File: src/rtl/i2cr_pkg.sv
package i2cr_pkg;

    typedef enum logic [3:0] {
        ST_IDLE,
        ST_ADDR,
        ST_AACK,
        ST_SUB,
        ST_SACK,
        ST_WDATA,
        ST_WACK,
        ST_RDATA,
        ST_MACK,
        ST_IGNORE
    } i2cr_state_e;

    typedef struct packed {
        logic scl;
        logic sda;
        logic scl_rise;
        logic scl_fall;
        logic start;
        logic stop;
    } bus_evt_t;

    // highest set bit of a slot map, 0 when empty
    function automatic int top_index(input logic [63:0] map);
        int r;
        r = 0;
        for (int i = 0; i < 64; i++) begin
            if (map[i]) r = i;
        end
        return r;
    endfunction

endpackage

File: src/rtl/i2cr_sync.sv
module i2cr_sync
    import i2cr_pkg::*;
#(
    parameter int STAGES = 2
) (
    input  logic     clk,
    input  logic     rst,
    input  logic     scl_i,
    input  logic     sda_i,
    output bus_evt_t ev
);
    logic [STAGES-1:0] scl_sh, sda_sh;
    logic              scl_d, sda_d;
    logic              scl_s, sda_s;

    assign scl_s = scl_sh[STAGES-1];
    assign sda_s = sda_sh[STAGES-1];

    always_ff @(posedge clk) begin
        if (rst) begin
            scl_sh <= '1;
            sda_sh <= '1;
            scl_d  <= 1'b1;
            sda_d  <= 1'b1;
        end else begin
            scl_sh <= {scl_sh[STAGES-2:0], scl_i};
            sda_sh <= {sda_sh[STAGES-2:0], sda_i};
            scl_d  <= scl_s;
            sda_d  <= sda_s;
        end
    end

    always_comb begin
        ev.scl      = scl_s;
        ev.sda      = sda_s;
        ev.scl_rise = scl_s & ~scl_d;
        ev.scl_fall = ~scl_s & scl_d;
        ev.start    = scl_s & scl_d & sda_d & ~sda_s;
        ev.stop     = scl_s & scl_d & ~sda_d & sda_s;
    end

endmodule

File: src/rtl/i2cr_regbank.sv
module i2cr_regbank #(
    parameter int          SUB_W     = 6,
    parameter int          DW        = 8,
    parameter logic [63:0] VALID_MAP = 64'h0000_0010_0007_FFFF,
    parameter int          GBASE     = 2,
    parameter int          GLEN      = 4,
    localparam int         NSLOT     = 2 ** SUB_W,
    localparam int         GCW       = $clog2(GLEN + 1)
) (
    input  logic                clk,
    input  logic                rst,
    input  logic                wr_en,
    input  logic [SUB_W-1:0]    wr_addr,
    input  logic [DW-1:0]       wr_data,
    input  logic                abort,
    input  logic [SUB_W-1:0]    rd_addr,
    output logic [DW-1:0]       rd_data,
    output logic [NSLOT*DW-1:0] regs_flat
);
    logic [DW-1:0]  shadow [GLEN-1];
    logic [GCW-1:0] gcnt;
    logic           in_grp, accept, commit;
    int             gofs;

    always_comb begin
        gofs   = int'(wr_addr) - GBASE;
        in_grp = (int'(wr_addr) >= GBASE) && (int'(wr_addr) < GBASE + GLEN);
        accept = wr_en && in_grp && (gofs == 0 || gofs == int'(gcnt));
        commit = accept && (gofs == GLEN - 1);
    end

    always_ff @(posedge clk) begin
        if (rst) begin
            gcnt <= '0;
            for (int k = 0; k < GLEN - 1; k++) shadow[k] <= '0;
        end else if (abort) begin
            gcnt <= '0;
        end else if (wr_en) begin
            if (accept) begin
                for (int k = 0; k < GLEN - 1; k++)
                    if (gofs == k) shadow[k] <= wr_data;
                gcnt <= commit ? '0 : GCW'(gofs + 1);
            end else begin
                gcnt <= '0;
            end
        end
    end

    for (genvar i = 0; i < NSLOT; i++) begin : g_slot
        if (!VALID_MAP[i]) begin : g_none
            assign regs_flat[i*DW +: DW] = '0;
        end else if (i == GBASE + GLEN - 1) begin : g_glast
            logic [DW-1:0] q;
            always_ff @(posedge clk) begin
                if (rst)         q <= '0;
                else if (commit) q <= wr_data;
            end
            assign regs_flat[i*DW +: DW] = q;
        end else if (i >= GBASE && i < GBASE + GLEN - 1) begin : g_gsh
            logic [DW-1:0] q;
            always_ff @(posedge clk) begin
                if (rst)         q <= '0;
                else if (commit) q <= shadow[i-GBASE];
            end
            assign regs_flat[i*DW +: DW] = q;
        end else begin : g_plain
            logic [DW-1:0] q;
            always_ff @(posedge clk) begin
                if (rst)                                q <= '0;
                else if (wr_en && int'(wr_addr) == i)   q <= wr_data;
            end
            assign regs_flat[i*DW +: DW] = q;
        end
    end

    assign rd_data = regs_flat[int'(rd_addr)*DW +: DW];

endmodule

File: src/rtl/i2cr_slave.sv
module i2cr_slave
    import i2cr_pkg::*;
#(
    parameter int          SUB_W       = 6,
    parameter logic [6:0]  DEV_ADDR    = 7'h2A,
    parameter logic [63:0] VALID_MAP   = 64'h0000_0010_0007_FFFF,
    parameter int          GBASE       = 2,
    parameter int          GLEN        = 4,
    parameter int          SYNC_STAGES = 2,
    localparam int         DW          = 8,
    localparam int         NSLOT       = 2 ** SUB_W,
    localparam int         TOP         = top_index(VALID_MAP)
) (
    input  logic                clk,
    input  logic                rst,
    input  logic                scl_i,
    input  logic                sda_i,
    output logic                sda_oe_o,
    output logic [NSLOT*DW-1:0] regs_o
);
    localparam logic [SUB_W:0] TOP_P = (SUB_W+1)'(TOP);

    bus_evt_t       ev;
    i2cr_state_e    state;
    logic [3:0]     cnt;
    logic [DW-1:0]  shreg, txbyte;
    logic           rw, mnak;
    logic [SUB_W:0] ptr;
    logic           ptr_ok, wr_en, byte_done;
    logic [SUB_W-1:0] wr_addr, rd_addr, rd_next;
    logic [DW-1:0]  rd_data;

    i2cr_sync #(.STAGES(SYNC_STAGES)) u_sync (
        .clk(clk), .rst(rst), .scl_i(scl_i), .sda_i(sda_i), .ev(ev)
    );

    always_comb begin
        ptr_ok    = !ptr[SUB_W] && VALID_MAP[ptr[SUB_W-1:0]];
        byte_done = ev.scl_fall && (cnt == 4'd8);
        wr_en     = (state == ST_WDATA) && byte_done && ptr_ok
                    && !ev.start && !ev.stop;
        wr_addr   = ptr[SUB_W-1:0];
        rd_next   = (ptr >= TOP_P) ? TOP_P[SUB_W-1:0] : ptr[SUB_W-1:0] + 1'b1;
        rd_addr   = (state == ST_MACK) ? rd_next : ptr[SUB_W-1:0];
    end

    i2cr_regbank #(
        .SUB_W(SUB_W), .DW(DW), .VALID_MAP(VALID_MAP),
        .GBASE(GBASE), .GLEN(GLEN)
    ) u_bank (
        .clk(clk), .rst(rst),
        .wr_en(wr_en), .wr_addr(wr_addr), .wr_data(shreg),
        .abort(ev.start | ev.stop),
        .rd_addr(rd_addr), .rd_data(rd_data),
        .regs_flat(regs_o)
    );

    always_ff @(posedge clk) begin
        if (rst) begin
            state    <= ST_IDLE;
            cnt      <= '0;
            shreg    <= '0;
            txbyte   <= '0;
            rw       <= 1'b0;
            mnak     <= 1'b0;
            ptr      <= '0;
            sda_oe_o <= 1'b0;
        end else if (ev.stop) begin
            state    <= ST_IDLE;
            sda_oe_o <= 1'b0;
        end else if (ev.start) begin
            state    <= ST_ADDR;
            cnt      <= '0;
            sda_oe_o <= 1'b0;
        end else begin
            // shift in on rising SCL during every receive phase
            if ((state == ST_ADDR || state == ST_SUB || state == ST_WDATA)
                && ev.scl_rise && cnt != 4'd8) begin
                shreg <= {shreg[DW-2:0], ev.sda};
                cnt   <= cnt + 4'd1;
            end
            unique case (state)
                ST_ADDR: if (byte_done) begin
                    if (shreg[7:1] == DEV_ADDR) begin
                        rw       <= shreg[0];
                        sda_oe_o <= 1'b1;
                        state    <= ST_AACK;
                    end else begin
                        state    <= ST_IGNORE;
                    end
                end
                ST_AACK: if (ev.scl_fall) begin
                    if (rw) begin
                        txbyte   <= {rd_data[DW-2:0], 1'b0};
                        sda_oe_o <= ~rd_data[DW-1];
                        cnt      <= 4'd1;
                        state    <= ST_RDATA;
                    end else begin
                        sda_oe_o <= 1'b0;
                        cnt      <= '0;
                        state    <= ST_SUB;
                    end
                end
                ST_SUB: if (byte_done) begin
                    if (shreg[DW-1:SUB_W] == '0 && VALID_MAP[shreg[SUB_W-1:0]]) begin
                        ptr      <= {1'b0, shreg[SUB_W-1:0]};
                        sda_oe_o <= 1'b1;
                        state    <= ST_SACK;
                    end else begin
                        state    <= ST_IDLE;
                    end
                end
                ST_SACK, ST_WACK: if (ev.scl_fall) begin
                    sda_oe_o <= 1'b0;
                    cnt      <= '0;
                    state    <= ST_WDATA;
                end
                ST_WDATA: if (byte_done) begin
                    if (ptr_ok) begin
                        ptr      <= ptr + 1'b1;
                        sda_oe_o <= 1'b1;
                        state    <= ST_WACK;
                    end else begin
                        state    <= ST_IDLE;
                    end
                end
                ST_RDATA: if (ev.scl_fall) begin
                    if (cnt != 4'd8) begin
                        sda_oe_o <= ~txbyte[DW-1];
                        txbyte   <= {txbyte[DW-2:0], 1'b0};
                        cnt      <= cnt + 4'd1;
                    end else begin
                        sda_oe_o <= 1'b0;
                        state    <= ST_MACK;
                    end
                end
                ST_MACK: begin
                    if (ev.scl_rise) mnak <= ev.sda;
                    if (ev.scl_fall) begin
                        if (mnak) begin
                            state <= ST_IGNORE;
                        end else begin
                            ptr      <= {1'b0, rd_next};
                            txbyte   <= {rd_data[DW-2:0], 1'b0};
                            sda_oe_o <= ~rd_data[DW-1];
                            cnt      <= 4'd1;
                            state    <= ST_RDATA;
                        end
                    end
                end
                default: ;
            endcase
        end
    end

endmodule

File: config.mk
export PLATFORM = sky130hd
export DESIGN_NAME = i2cr_slave
export DESIGN_NICKNAME = d
export VERILOG_FILES = /design/src/rtl/i2cr_pkg.sv /design/src/rtl/i2cr_sync.sv /design/src/rtl/i2cr_regbank.sv /design/src/rtl/i2cr_slave.sv
export SDC_FILE = /design/constraint.sdc
export NUM_CORES = 1
export LEC_CHECK = 0
export BUFFER_PORTS_ARGS = -buffer_cell sky130_fd_sc_hd__buf_2
export CORE_AREA = 2 2 199 201
export CTS_CLUSTER_SIZE = 24
export DETAILED_ROUTE_END_ITERATION = 10
export DIE_AREA = 0 0 201 203
export GPL_TIMING_DRIVEN = 1
export MAX_ROUTING_LAYER = met4
export SLEW_MARGIN = 20
export SYNTH_ARGS = -nofsm -noshare
export SYNTH_HDL_FRONTEND = slang
export SYNTH_SLANG_ARGS = --single-unit
export TNS_END_PERCENT = 30
File: constraint.sdc
create_clock -name clk -period 10.65 [get_ports clk]
set_clock_uncertainty 0.15 [all_clocks]
set_input_delay 0.5325 -clock clk [delete_from_list [all_inputs] [get_ports clk]]
set_output_delay 0.5325 -clock clk [all_outputs]
set_load 0.05 [all_outputs]
# Word level (Yosys, flattened, before mapping)

Memories as Yosys holds them, arrays and structs flattened. A register that Yosys moved wholly into a read port is not among the register bits.
Index checks and enable logic that the tools add are counted.

Bits in writable memories: 24
Flip-flop bits (word level): 179
Output and inout port bits: 513
Memories: 3
Bits in read-only memories: 128

Memory list:

| name             | words | width | read ports | clocked after Yosys merged registers in | wr ports | RTL line           | RTL |
|---|---|---|---|---|---|---|---|
| (name not given) | 64    | 1     | 1          | 1                                       | 0        | i2cr_slave.sv:105  | `if (shreg[DW-1:SUB_W] == '0 && VALID_MAP[shreg[SUB_W-1:0]]) begin` |
| (name not given) | 64    | 1     | 1          | 1                                       | 0        | i2cr_slave.sv:38   | `ptr_ok = !ptr[SUB_W] && VALID_MAP[ptr[SUB_W-1:0]];` |
| u_bank.shadow    | 3     | 8     | 3          | 3                                       | 3        | i2cr_regbank.sv:20 | `logic [DW-1:0] shadow [GLEN-1];` |

Reductions and logical operators: 54
Equal/unequal tests: 52
Multiplexer cells: 86
Bitwise operators: 19
Magnitude comparators: 5
Add/sub/neg operators: 5
Shift-type cells: 1

Operators by type and width:

| cell                                                       | count |
|---|---|
| variable part select 512 x 10 -> 8 bit                     | 1 |
| two-way mux 4 bit                                          | 18 |
| two-way mux 8 bit                                          | 9 |
| == test 6 x 5 -> 1 bit, second input constant              | 8 |
| two-way mux 7 bit                                          | 6 |
| two-way mux 1 bit                                          | 37 |
| two-way mux 6 bit                                          | 6 |
| AND reduction 9 bit                                        | 4 |
| logical NOT 32 bit                                         | 1 |
| logical AND 1 bit                                          | 29 |
| one-hot mux 4 bit (7 select lines)                         | 1 |
| == test 6 bit, second input constant                       | 4 |
| != test 2 bit, second input constant                       | 12 |
| != test 3 bit, second input constant                       | 8 |
| one-hot mux 8 bit (3 select lines)                         | 1 |
| one-hot mux 7 bit (3 select lines)                         | 1 |
| == test 4 x 3 -> 1 bit, second input constant              | 4 |
| one-hot mux 4 bit (4 select lines)                         | 1 |
| two-way mux 3 bit                                          | 5 |
| == test 7 x 3 -> 1 bit, second input constant              | 2 |
| less-than comparator 6 x 7 -> 1 bit, second input constant | 2 |
| == test 6 x 4 -> 1 bit, second input constant              | 2 |
| AND reduction 12 bit                                       | 1 |
| == test 4 x 2 -> 1 bit, second input constant              | 2 |
| other kinds (32)                                           | 57 |

# Longest topological paths before layout

Gate-level depths: netlist of run 1.

Word-level depth: 15
Gate-level depth with buffers: 13

# By module

Synthesis of run 1 repeated with hierarchy kept, for this count alone.

Cells, all modules: 1649
Area, all modules: 13967.1 µm²

By module, submodules not included:

| module       | sequential area each (µm²) | times used | cells each | area an instance (µm²) |
|---|---|---|---|---|
| i2cr_regbank | 3983.8                     | 1          | 1305       | 11337.1 |
| i2cr_slave   | 700.7                      | 1          | 326        | 2424.8 |
| i2cr_sync    | 120.1                      | 1          | 18         | 205.2 |

# Worst setup path before layout of run 1

Ideal clock, no wire load.

Path kind: register to register
Start point: register ptr[2]
End point: memory u_bank.shadow[2][0], in the netlist u_bank.shadow[0][16] (enable)
Library setup time: 0.384 ns
Stages on the path, launching flop included: 9
Slack: 6.868 ns
Data required time: 10.116 ns
Path buffers: 2
Data arrival time: 3.248 ns
Cells stage by stage: dfxtp_1 -> clkbuf_1 -> buf_1 -> inv_1 -> ha_1 -> or4b_2 -> a21boi_0 -> nand2_1 -> o21ai_0

RTL lines:

| what                   | RTL line           | RTL |
|---|---|---|
| start, declared        | i2cr_slave.sv:28   | `logic [SUB_W:0] ptr;` |
| start signal, assigned | i2cr_slave.sv:106  | `ptr <= {1'b0, shreg[SUB_W-1:0]};` |
| start signal, assigned | i2cr_slave.sv:120  | `ptr <= ptr + 1'b1;` |
| start signal, assigned | i2cr_slave.sv:143  | `ptr <= {1'b0, rd_next};` |
| end, declared          | i2cr_regbank.sv:20 |  |

# Final worst setup path of run 1

Start point: register state[3]
End point: register txbyte[5]

Cells in the longest elaborated chain, start to end: 6
Elaborated cells between the ends (all ways): 18
Those cells by class: eq/ne: 9; shift: 1; mux: 6; reduce/logical: 2

RTL lines:

| what                                        | RTL line                            | RTL |
|---|---|---|
| start, declared                             | i2cr_slave.sv:24                    | `i2cr_state_e state;` |
| start signal, assigned                      | i2cr_slave.sv:60                    | `state <= ST_IDLE;` |
| start signal, assigned                      | i2cr_slave.sv:69                    | `state <= ST_IDLE;` |
| start signal, assigned                      | i2cr_slave.sv:72                    | `state <= ST_ADDR;` |
| == test 4 bit                               | i2cr_slave.sv:44, i2cr_slave.sv:82  |  |
| two-way mux 6 bit                           | i2cr_slave.sv:44                    | `rd_addr = (state == ST_MACK) ? rd_next : ptr[SUB_W-1:0];` |
| variable part select 512 x 10 -> 8 bit      | i2cr_regbank.sv:76                  | `assign rd_data = regs_flat[int'(rd_addr)*DW +: DW];` |
| two-way mux 8 bit, on equally long branches | i2cr_slave.sv:140, i2cr_slave.sv:93 |  |
| two-way mux 8 bit, on equally long branches | i2cr_slave.sv:139, i2cr_slave.sv:92 |  |
| one-hot mux 8 bit (3 select lines)          | i2cr_slave.sv:82                    | `unique case (state)` |
| end signal, assigned                        | i2cr_slave.sv:94                    | `txbyte <= {rd_data[DW-2:0], 1'b0};` |
| end signal, assigned                        | i2cr_slave.sv:130                   | `txbyte <= {txbyte[DW-2:0], 1'b0};` |
| end signal, assigned                        | i2cr_slave.sv:144                   | `txbyte <= {rd_data[DW-2:0], 1'b0};` |
| end, declared                               | i2cr_slave.sv:26                    | `logic [DW-1:0] shreg, txbyte;` |

Parallel ways exist; a longest one is shown, timed or not. The select of a mux whose other input is x is not followed.
A chain may end at the register's enable or synchronous reset.

==> summary.md, run 1 <==
| Metric | Value |
|---|---|
| Slew Limit Fails | 0 |
| Placed instance area | 0.01346 sq mm |
| Reg2Reg Depth | 9 |
| ANT nets after route | 0 |
| Period utilization | 40.61% |
| Yosys reg bits | 228 |
| DP HPWL | 30,980 microns |
| CP arrival | 4.60 ns |
| Prevailing post-synth register cell | dfxtp_1 |
| Post-synthesis cell type count | 77 |
| DRC Markers | 0 |
| Yosys warnings | 0 |
| Overall Power | 2147 uW |
| CTS Buf Count | 25 |
| Clock sink total | 228 |
| RSZ-0062 raised after global routing | no |
| R2R Path End | txbyte[5] |
| Slew headroom | 26.20% |
| DR iter-0 viols | 1,082 |
| Pwr per Cell Area | 149.3 mW/mm^2 |
| Mean Syn Cell Area | 7.825 sq um |
| Total number of vias | 11,714 |
| Final nets | 1,854 |
| Clock Latency Late Sink | 0.54 ns |
| Fraction of registers with async set or reset after synthesis | 0% |
| P&R area growth vs syn | 5.691% |
| Final setup violation count | 0 |
| Hold endpoint | u_sync.sda_sh[0] |
| Routed length per instance | 18.14 microns |
| First-pass GRT wire length | 63,340 microns |
| Clock buffer depth | 3 |
| Worst hold stages | 2 |
| Core Area | 0.03847 sq mm |
| Setup TNS | 0 ns |
| Worst r2r src | state[3] |
| Setup CP Type | flop to flop |
| Cts hold-fix bufs | 0 |
| Post-route setup slack | 6.325 ns |
| Fin area | 0.01438 sq mm |
| Hold Crit Start | sda_i |
| Setup slack, reg-to-reg | 6.33 ns |
| Slew @ Worst Pin | 1.103 ns |
| H-Tree Depth | 1 |
| TritonCTS clock tree | yes |
| ANT cells | 0 |
| Initial antenna violation count | 0 |
| Critical path launch point type | flop |
| Final Hold Violating Endpoints | 0 |
| Vias/cell | 4.926 |
| Commonest non-fill, non-tap cell in the layout | nand2_1 |
| Grt ovf | 0 |
| Leakage | 0.006232 uW |
| Number of post-CTS setup repair buffers | 0 |
| Ports | 517 |
| Iteration count of the initial detailed-routing pass | 6 |
| Mapped Area | 0.01361 sq mm |
| Clock-pin slew on the worst setup and hold paths | 0.07 ns |
| Critical Path End Type | flop |
| Mapped Cells | 1,739 |
| Max Cap Viol | 0 |
| Filler cells | 3,939 |
| Max FO, Critical Path | 30 |
| GRT Overall Usage | 20.16% |
| Commonest cells after routing, fill and taps aside | 369 x nand2_1, 352 x conb_1, 204 x dfxtp_1 |
| Largest net degree at the start of global routing | 83 |
| Die width | 201 microns |
| Post-synth EDFFs | 24 |
| # port buffers | 164 |
| GP Congestion | 0.9551 |
| Worst vdd ir | 0.1148 mV |
| Min Tclk post-route | 4.325 ns |
| Initial Util | 35.38% |
| Root Buffer | clkbuf_16 |
| Post-CTS Resized | 0 |
| Hold_ws | 0.03168 ns |
| Rows | 72 |
| Pre-CTS WS | 6.409 ns |
| Hold crit path type | input port to flop |
| Status | finished, final reports clean |
| Share of post-route cells with drive strength above 1 | 13.98% |
| F_max | 231.2 MHz |
| CP required | 10.92 ns |
| Die area | 0.04080 sq mm |
| Vias in the first global route | 10,320 |
| Sequential area share after synthesis | 35.31% |
| Die Span Y | 203 microns |
| Total Wirelength | 43,140 microns |
[synth_stat cells, drive strengths merged (8+ instances only)]
library cell,number,area (sq um)
and3,8,50.05
clkbuf,86,322.8
o221ai,9,78.83
nor2b,10,62.56
a21oi,168,840.8
or3,9,56.30
dfxtp,204,4084
o21ai,40,200.2
nor2,91,341.6
buf,374,2775
nor3,15,80.08
a211oi,14,105.1
o21a,9,67.56
nand3,43,215.2
o211ai,11,82.58
and2,20,127.6
a221oi,10,93.84
o22ai,11,87.59
nor4,8,50.05
mux2i,54,540.5
inv,16,60.06
nand2,370,1389
edfxtp,24,720.7
a22o,8,70.07
a22oi,13,97.59
ha,9,112.6
[where the power goes]
| group | switching (uW) | internal (uW) |
|---|---|---|
| registers | 3.88 | 872 |
| logic | 292 | 4.65 |
| clock network | 369 | 605 |
[per-layer routing]
metal	GRT usage, %	up-vias	part of all wire, %
li1	-	5390	-
met1	24.44	5544	39
met2	33.76	677	49
met3	2.793	103	8.6
met4	8.307	0	4.2
met5	-	-	0
[sequential cells by signal, summed over array words and instances (netlist names), 2 cells and up, named ones only]
name	cells
u_sync.scl_sh	2
cnt	4
shreg	8
u_bank.gcnt	3
u_bank.g_slot.g_plain.q	128
ptr	7
u_sync.sda_sh	2
u_bank.g_slot.g_glast.q	8
u_bank.g_slot.g_gsh.q	24
txbyte	7
u_bank.shadow	24
state	4
[cell type report]
class,count,area (sq um),area share [%]
multi-input combinational,1386,6978,48.52
sequential,228,4805,33.41
timing repair buffer,184,973.4,6.768
clock buffer,34,699.4,4.863
tap,518,648.1,4.506
clock inverter,12,219.0,1.522
inverter,16,60.06,0.4176
[logic make-up after synthesis]
logic type	after synthesis	synth area share, %
other cells	1	0.02756
fa+ha+maj	9	0.8275
xor+xnor	6	0.3862
simple gates	615	19.82
buf+inv	476	23.21
compound gates	343	15.87
mux	61	4.551
flops	228	35.31
[stage by stage]
stage | utilization (%) | std cells
finish | 37.39 | 2378
global route | 37.39 | 2378
CTS | 37.39 | 2378
detailed placement | 35.00 | 2332
global placement | 34.99 | 2332
floorplan | - | 2090
[worst max-delay path by stage]
stage	start	to	slack [ns]	cells past startpoint
after CTS	state[3]	txbyte[5]	6.38	9
after global placement	ptr[2]	u_bank.shadow[0][18]	6.46	6
after detailed placement	state[3]	txbyte[5]	6.41	9
final	state[3]	txbyte[5]	6.33	9
after floorplan	ptr[2]	u_bank.shadow[0][16]	6.87	8
after global routing	ptr[2]	u_bank.shadow[0][5]	6.04	7
[critical path: stages (launching register included)]
cell and delay, ns:
dfxtp_1 0.74, or4b_1 0.78, or4_4 0.61, nand2_1 0.40, buf_4 0.43, nor3_1 0.11, and4b_1 0.30, a22o_1 0.26
nor4_1 0.31, o21ai_1 0.09
No activity file was read; power rests on OpenSTA's default activity.
==> run 2, diff against run 1 <==
--- a/config.mk
+++ b/config.mk
@@ -6,10 +6,10 @@
 export NUM_CORES = 1
 export LEC_CHECK = 0
 export BUFFER_PORTS_ARGS = -buffer_cell sky130_fd_sc_hd__buf_2
-export CORE_AREA = 2 2 199 201
+export CORE_AREA = 2 2 200 202
 export CTS_CLUSTER_SIZE = 24
 export DETAILED_ROUTE_END_ITERATION = 10
-export DIE_AREA = 0 0 201 203
+export DIE_AREA = 0 0 202 204
 export GPL_TIMING_DRIVEN = 1
 export MAX_ROUTING_LAYER = met4
 export SLEW_MARGIN = 20
==> constraint.sdc (replaced) <==
create_clock -name clk -period 4.39 [get_ports clk]
set_clock_uncertainty 0.15 [all_clocks]
set_input_delay 0.2195 -clock clk [delete_from_list [all_inputs] [get_ports clk]]
set_output_delay 0.2195 -clock clk [all_outputs]
set_load 0.05 [all_outputs]
==> summary.md, run 2 (same netlist as run 1, synthesis figures left out) <==
| Metric | Value |
|---|---|
| Status | finished, final reports clean (unchanged) |
| # port buffers | 164 (unchanged) |
| DP HPWL | 31,330 microns (was 30,980 microns) |
| Final cell count without fillers | 2,402 (was 2,378) |
| Largest net degree at the start of global routing | 87 (was 83) |
| Largest Register | u_bank.g_slot.g_plain.q (unchanged) |
| Clock-pin slew on the worst setup and hold paths | 0.07 ns (about the same) |
| Period utilization | 85.20% (was 40.61%) |
| Leakage | 0.006272 uW (was 0.006232 uW) |
| TritonCTS clock tree | yes (unchanged) |
| WP buf/inv | 1 (unchanged) |
| Vias/cell | 4.944 (was 4.926) |
| Clock Latency Late Sink | 0.53 ns (was 0.54 ns) |
| Setup CP Type | flop to flop (unchanged) |
| Setup TNS | 0 ns (unchanged) |
| Largest regs | u_bank.g_slot.g_plain.q: 128 flops, u_bank.g_slot.g_gsh.q: 24 flops, u_bank.shadow: 24 flops (unchanged) |
| Total number of vias | 11,876 (was 11,714) |
| Placed instance area | 0.01361 sq mm (was 0.01346 sq mm) |
| Critical path launch point type | flop (unchanged) |
| First-pass GRT wire length | 63,340 microns (about the same) |
| R2R Path End | txbyte[7] (was txbyte[5]) |
| Iteration count of the initial detailed-routing pass | 7 (was 6) |
| Worst path cell trace | or4b_1, nand2_1, nand2_1, buf_4, o21a_1, a221oi_1, a211oi_1, nor4_1, o21ai_1 (was or4b_1, or4_4, nand2_1, buf_4, nor3_1, and4b_1, a22o_1, nor4_1, o21ai_1) |
| Post-Place Cells | 2,357 (was 2,332) |
| CP required | 4.65 ns (was 10.92 ns) |
| Final setup violation count | 0 (unchanged) |
| Clock sink total | 228 (unchanged) |
| Worst r2r src | state[1] (was state[3]) |
| GP Congestion | 1.010 (was 0.9551) |
| Commonest non-fill, non-tap cell in the layout | nand2_1 (unchanged) |
| Number of post-CTS setup repair buffers | 0 (unchanged) |
| Crit path top cell by count | nand2_1 |
| Filler cells | 4,122 (was 3,939) |
| Crit path max-delay family | simple AND/OR/NAND/NOR gates (unchanged) |
| Initial Util | 34.73% (was 35.38%) |
| GRT Overall Usage | 20.22% (was 20.16%) |
| Grt ovf | 0 (unchanged) |
| Max Cap Viol | 0 (unchanged) |
| Worst hold stages | 2 (unchanged) |
| Total Wirelength | 43,710 microns (was 43,140 microns) |
| Slew headroom | 30.78% (was 26.20%) |
| H-Tree Depth | 1 (unchanged) |
| Root Buffer | clkbuf_16 (unchanged) |
| Die width | 202 microns (was 201 microns) |
| Rows | 73 (was 72) |
| Hold crit path type | input port to flop (unchanged) |
| Reg2Reg Depth | 9 (unchanged) |
| Final nets | 1,873 (was 1,854) |
| Die area | 0.04121 sq mm (was 0.04080 sq mm) |
| Routed length per instance | 18.20 microns (was 18.14 microns) |
| ANT cells | 0 (unchanged) |
| Critical Path End Type | flop (unchanged) |
| F_max | 267.4 MHz (was 231.2 MHz) |
| Fin area | 0.01444 sq mm (was 0.01438 sq mm) |
| Max FO, Critical Path | 17 (was 30) |
| Flip-flop count of the largest register after layout | 128 (unchanged) |
| Die Span Y | 204 microns (was 203 microns) |
| Ports | 517 (unchanged) |
| Slew @ Worst Pin | 1.034 ns (was 1.103 ns) |
| RSZ-0062 raised after global routing | no (unchanged) |
| CP arrival | 4.00 ns (was 4.60 ns) |
| Commonest cells after routing, fill and taps aside | 369 x nand2_1, 352 x conb_1, 204 x dfxtp_1 (unchanged) |
| Setup slack, reg-to-reg | 0.65 ns (was 6.33 ns) |
| Hold Crit Start | rst (was sda_i) |
| Worst vdd ir | 0.2630 mV (was 0.1148 mV) |
| Share of post-route cells with drive strength above 1 | 14.54% (was 13.98%) |
| CTS Buf Count | 24 (was 25) |
| Initial antenna violation count | 0 (unchanged) |
| Slowest cell delay on critical path | 0.82 ns (was 0.78 ns) |
| ANT nets after route | 0 (unchanged) |
| P&R area growth vs syn | 6.096% (was 5.691%) |
| Multi-input gate area | 0.006968 sq mm (was 0.006978 sq mm) |
| Min Tclk post-route | 3.740 ns (was 4.325 ns) |
| DR iter-0 viols | 1,014 (was 1,082) |
| Slew Limit Fails | 0 (unchanged) |
| Pwr per Cell Area | 343.2 mW/mm^2 (was 149.3 mW/mm^2) |
| DRC Markers | 0 (unchanged) |
| Crit path max-delay cell type | or4b_1 (unchanged) |
| Storage element area | 0.004805 sq mm (unchanged) |
| Core Area | 0.03918 sq mm (was 0.03847 sq mm) |
| Hold endpoint | rw (was u_sync.sda_sh[0]) |
| Clock buffer depth | 3 (unchanged) |
| Vias in the first global route | 10,427 (was 10,320) |
| Final Hold Violating Endpoints | 0 (unchanged) |
[run 2: changes by cell type in the layout (fill, tap and decap cells not counted), moves of 2 or more]
cell,previous run,this run
buf_4,21,38
bufinv_16,6,2
clkbuf_1,5,2
clkinv_1,0,3
clkinvlp_4,2,5
dlygate4sd3_1,0,2
nor3_1,12,14
nor3_2,3,1
[run 2: repair_timing]
item                      in CTS  in global routing
hold buffers                   2                  0
resized for setup              0                  0
hold endpoints to repair       2                  0
[run 2: final cells by class]
| type | instances | share of cell area [%] |
|---|---|---|
| repair buffers | 204 | 7.904 |
| flip-flops and latches | 228 | 33.28 |
| inverters | 16 | 0.4160 |
| multi-input cells | 1386 | 48.26 |
| clock inverters | 12 | 0.8233 |
| well taps | 525 | 4.550 |
| clock buffers | 31 | 4.766 |
[run 2: worst max path at each step]
| stage | start | to | slack [ns] | cells past startpoint |
|---|---|---|---|---|
| after CTS | state[1] | txbyte[4] | 0.79 | 8 |
| final | state[1] | txbyte[7] | 0.65 | 9 |
| after global placement | state[1] | txbyte[5] | 0.79 | 8 |
| after detailed placement | state[1] | txbyte[4] | 0.79 | 8 |
| after floorplan | ptr[2] | u_bank.shadow[0][16] | 0.61 | 8 |
| after global routing | state[1] | txbyte[7] | 0.53 | 9 |
[run 2: through the flow]
stage	total power, uW	hold WS (ns)	util (%)	worst slack [ns]
after floorplan	3108	0.1733	-	0.6081
after global placement	2887	0.2503	34.74	0.7878
after detailed placement	2886	0.2469	34.74	0.7909
after CTS	4964	0.04021	36.85	0.7923
after global routing	5081	0.07369	36.85	0.5282
final	4955	0.04929	36.85	0.6498
[run 2: power breakdown]
group          leakage (uW)  switching, uW  internal (uW)
registers           0.00187           8.52           2120
clock network      0.000381            883           1220
logic               0.00402            711           14.0
[run 2: routing by layer]
layer / global-route usage (%) / part of all wire (%) / vias up
li1: - / - / 5436
met1: 24.44 / 39 / 5686
met2: 33.51 / 48 / 658
met3: 2.695 / 7.8 / 96
met4: 9.454 / 4.5 / 0
met5: - / 0 / -
[run 2: worst reg2reg max path, cell delays in order, from the launching register on]
cell and delay, ns:
dfxtp_1 0.31, or4b_1 0.82, nand2_1 0.31, nand2_1 0.55, buf_4 0.41, o21a_1 0.19
a221oi_1 0.34, a211oi_1 0.13, nor4_1 0.33, o21ai_1 0.09
